### src/rtl/lu_stall_pkg.sv
package lu_stall_pkg;
  localparam int NUM_SRC = 2;
  typedef enum int unsigned {
    SRC_A = 0,
    SRC_B = 1
  } src_sel_e;
endpackage

### src/rtl/lu_field_cmp.sv
module lu_field_cmp #(
  parameter int REG_W = 5
) (
  input  logic [REG_W-1:0] lhs_i,
  input  logic [REG_W-1:0] rhs_i,
  output logic             eq_o
);
  assign eq_o = (lhs_i == rhs_i);
endmodule

### src/rtl/lu_hazard_detect.sv
module lu_hazard_detect
  import lu_stall_pkg::*;
#(
  parameter int REG_W = 5
) (
  input  logic             mem_read_i,
  input  logic [REG_W-1:0] dst_i,
  input  logic [REG_W-1:0] src_i [NUM_SRC],
  output logic             hit_o
);
  logic [NUM_SRC-1:0] match;

  for (genvar g = 0; g < NUM_SRC; g++) begin : g_cmp
    lu_field_cmp #(.REG_W(REG_W)) u_cmp (
      .lhs_i(dst_i),
      .rhs_i(src_i[g]),
      .eq_o (match[g])
    );
  end

  // register 0 is never a real producer
  assign hit_o = mem_read_i && (dst_i != '0) && (|match);
endmodule

### src/rtl/lu_ctrl_gate.sv
module lu_ctrl_gate #(
  parameter int CTRL_W = 9
) (
  input  logic              kill_i,
  input  logic [CTRL_W-1:0] ctrl_i,
  output logic [CTRL_W-1:0] ctrl_o
);
  assign ctrl_o = kill_i ? '0 : ctrl_i;
endmodule

### src/rtl/load_use_stall_ctl.sv
module load_use_stall_ctl
  import lu_stall_pkg::*;
#(
  parameter int REG_W       = 5,
  parameter int CTRL_W      = 9,
  parameter int MEMREAD_BIT = 3
) (
  input  logic              clk_i,
  input  logic              rst_ni,
  input  logic              ex_mem_read_i,
  input  logic [REG_W-1:0]  ex_dst_i,
  input  logic [REG_W-1:0]  dec_src_a_i,
  input  logic [REG_W-1:0]  dec_src_b_i,
  input  logic [CTRL_W-1:0] ctrl_i,
  output logic              pc_we_o,
  output logic              dec_we_o,
  output logic              bubble_o,
  output logic [CTRL_W-1:0] ctrl_o
);
  logic [REG_W-1:0] srcs [NUM_SRC];
  logic             hazard;

  assign srcs[SRC_A] = dec_src_a_i;
  assign srcs[SRC_B] = dec_src_b_i;

  lu_hazard_detect #(.REG_W(REG_W)) u_detect (
    .mem_read_i(ex_mem_read_i),
    .dst_i     (ex_dst_i),
    .src_i     (srcs),
    .hit_o     (hazard)
  );

  lu_ctrl_gate #(.CTRL_W(CTRL_W)) u_gate (
    .kill_i(hazard),
    .ctrl_i(ctrl_i),
    .ctrl_o(ctrl_o)
  );

  assign bubble_o = hazard;
  assign pc_we_o  = !hazard;
  assign dec_we_o = !hazard;

  p_hold_front_r5: assert property (@(posedge clk_i) disable iff (!rst_ni)
    bubble_o |-> (!pc_we_o && !dec_we_o));
  p_zero_ctrl_r6: assert property (@(posedge clk_i) disable iff (!rst_ni)
    bubble_o |-> (ctrl_o == '0));
  p_pass_ctrl_r6: assert property (@(posedge clk_i) disable iff (!rst_ni)
    !bubble_o |-> (ctrl_o == ctrl_i));
  p_no_load_r3: assert property (@(posedge clk_i) disable iff (!rst_ni)
    !ex_mem_read_i |-> !bubble_o);
  p_zero_dst_r4: assert property (@(posedge clk_i) disable iff (!rst_ni)
    (ex_dst_i == '0) |-> !bubble_o);
  // assumes ctrl_o[MEMREAD_BIT] feeds ex_mem_read_i next cycle
  p_single_r7: assert property (@(posedge clk_i) disable iff (!rst_ni)
    bubble_o |=> !bubble_o);
  p_memrd_cleared_r7: assert property (@(posedge clk_i) disable iff (!rst_ni)
    bubble_o |-> !ctrl_o[MEMREAD_BIT]);
endmodule

### config.mk
export PLATFORM = sky130hd
export DESIGN_NAME = load_use_stall_ctl
export DESIGN_NICKNAME = d
export VERILOG_FILES = /design/src/rtl/lu_stall_pkg.sv /design/src/rtl/lu_field_cmp.sv /design/src/rtl/lu_hazard_detect.sv /design/src/rtl/lu_ctrl_gate.sv /design/src/rtl/load_use_stall_ctl.sv
export SDC_FILE = /design/constraint.sdc
export NUM_CORES = 1
export LEC_CHECK = 0
export ABC_AREA = 1
export BUFFER_PORTS_ARGS = -buffer_cell sky130_fd_sc_hd__buf_4
export CAP_MARGIN = 20
export CORE_AREA = 8 8 45 47
export DETAILED_ROUTE_END_ITERATION = 7
export DIE_AREA = 0 0 53 55
export PLACE_DENSITY = 0.67
export SLEW_MARGIN = 30
export SYNTH_ARGS = -nofsm -noshare
export SYNTH_HDL_FRONTEND = slang
export SYNTH_SLANG_ARGS = --single-unit
### constraint.sdc
create_clock -name vclk -period 0.95
set_input_delay 0.095 -clock vclk [all_inputs]
set_output_delay 0.095 -clock vclk [all_outputs]
set_load 0.05 [all_outputs]
==> results by group <==
Floorplanning
  – Chip Width: roughly 53 um
  – Starting Density: 0.231
  – Core region area: between 1000 and 1500 um^2
  – Die area: 2920 um^2
  – Io pins: 39
  – Die height: 55 um
  – Row cnt: 14

Final layout
  – Layout area overhead: 207%
  – Share of cells above drive strength 1: 0.727
  – Fill cell count: approximately 110
  – Final Cell Area: a little under 1000 um^2
  – Seq Cell Count: 0
  – Area taken by multi-input logic gates: roughly 390 um^2
  – Commonest non-fill, non-tap cell in the layout: buf_4
  – Nets@finish: roughly 140
  – Seq. cell area: 0 um^2
  – N_diodes: 0
  – Most frequent cells in the layout: buf_4, nand2_1, inv_1
  – CLK BUF: 0

Detailed routing
  – Pre-antenna DRT Iters: 3
  – Post-route ant nets: 0
  – Routed wire length: 1570 um
  – WL/cell: between 10 and 15 um
  – DRC violations left: 0
  – Total number of vias: between 500 and 600
  – Initial drt markers: 4
  – Vias per cell: ~4.2

Job
  – Maxcap violations: 0

Timing
  – RSZ-0062 raised after global routing: yes
  – Fmax: around 810 MHz
  – Fin Setup TNS: -2790 ps
  – Slew @ Worst Pin: ~170 ps
  – Final WS setup: -279 ps
  – Final Critical Period: roughly 1200 ps
  – Final setup viols: 12
  – Slew Limit Headroom: 0.884
  – Fin. max-slew vios: 0
  – Hold Vio Cnt, Final: 0
  – Tcrit/Tclk final: 1.29

Synth
  – Mapped Nets: 96
  – Largest family of logic cells by synthesized area: simple AND/OR/NAND/NOR gates
  – Synthesized cell area: between 300 and 400 um^2
  – Mux cell area share after synthesis: 0
  – Post-synthesis simple-gate area fraction: 0.496
  – Top cells by area, synth: nand2_1, inv_1, a21oi_1, nand2_4, inv_2
  – Mean Syn Cell Area: ~4.6 um^2
  – Yosys top cell area share: 0.234
  – Cells after Synth: ~70
  – Post-synthesis adder-cell area fraction: 0
  – Xor and xnor area share after synthesis: 0.0547
  – Register area share after synthesis: 0
  – Synth warn: 0
  – Synth area leader: nand2_1
  – Compound-Gate Fraction of Synth Area: 0.156
  – Synth unique cells: 14

Placement
  – Gpl congestion: around 0.69
  – Dpl cell area: 768 um^2
  – DP HPWL: 1080 um
  – Port buffer count: 37

Critical path
  – CP Launch Type: input pin
  – WS Path Type: input pin to primary output
  – Worst Path Max Fanout: 5
  – Arrival time worst endpoint: roughly 1100 ps
  – CP endpoint kind: primary output
  – CP required: 850 ps

GRT
  – GRT Total Usage: 0.103
  – Initial antenna violation count: 0
  – First-pass GRT wire length: 2350 um
  – Vias in the first global route: 539
  – Congestion Overflow GR: 0
  – Largest net degree at the start of global routing: 6

Min path
  – Tightest Hold Check Type: input pin to primary output

Outcome
  – Outcome: complete, but fails checks
  – Failing checks: setup timing

Power and ir drop
  – Cell Pwr Density: between 500 and 600 nW/um^2
  – Leak Pwr: roughly 0.52 nW
  – Peak supply drop: about 0.27 mV

Clocking
  – Post-cts hold buffer count: 0
==> path summary, 6_finish.rpt <==
check,from,to,cells past startpoint
setup / recovery,ex_dst_i[3],ctrl_o[6],7
hold / removal,ctrl_i[1],ctrl_o[1],4
==> cell families after synthesis <==
logic type                Yosys count
xor gates and xnor gates            2
and+or+nand+nor                    33
AOI/OAI and AO/OA                  10
buffers and inverters              24
==> final cells by class <==
type	count	area share
Inverter	23	0.125
Tap cell	16	0.0203
Timing Repair Buffer	41	0.450
Timing Repair inverter	1	0.0114
Multi-Input combinational cell	45	0.394
==> power breakdown <==
group	leakage [nW]	total, mW	internal, mW	switching (mW)
clock network	0	0	0	0
logic	0.517	0.581	0.270	0.311
registers	0	0	0	0
total	0.517	0.581	0.270	0.311
==> Yosys cell counts <==
master	count
o21ai_1	1
nor2_1	4
inv_2	5
xnor2_1	2
a21oi_1	9
nand3_2	1
nand2_1	20
buf_4	1
nand2_2	2
nor2_2	2
nand4_1	1
nand3_1	1
nand2_4	2
inv_1	18
==> through the flow <==
| step | hold WS (ps) | worst slack (ps) | total power, mW | util | cells |
|---|---|---|---|---|---|
| after floorplan | 339 | -136 | 0.288 | - | 69 |
| after global placement | 583 | -321 | 0.451 | 0.555 | 122 |
| after detailed placement | 585 | -336 | 0.457 | 0.555 | 122 |
| after CTS | 552 | -247 | 0.559 | 0.688 | 126 |
| after global routing | 558 | -342 | 0.611 | 0.712 | 126 |
| final | 550 | -279 | 0.581 | 0.712 | 126 |
==> worst max-delay path: stages <==
cell	delay [ps]
buf_12	110
inv_12	40
nand4_1	140
o21ai_2	200
bufinv_8	240
a21oi_4	140
buf_6	170
==> layer usage <==
layer / track usage / wire (um) / vias up
met5: 0 / 0 / -
met4: 0.00862 / 0 / 0
met3: 0.0134 / 87 / 0
met2: 0.199 / 908 / 17
met1: 0.119 / 570 / 235
li1: - / - / 282
==> what timing repair did <==
action,CTS,global route
setup buffers,2,0
endpoints found under the setup margin,12,12
resized for setup,37,10
hold endpoints to repair,0,0
cloned,2,0
pin swaps,13,13
No activity file was read; power rests on OpenSTA's default activity.
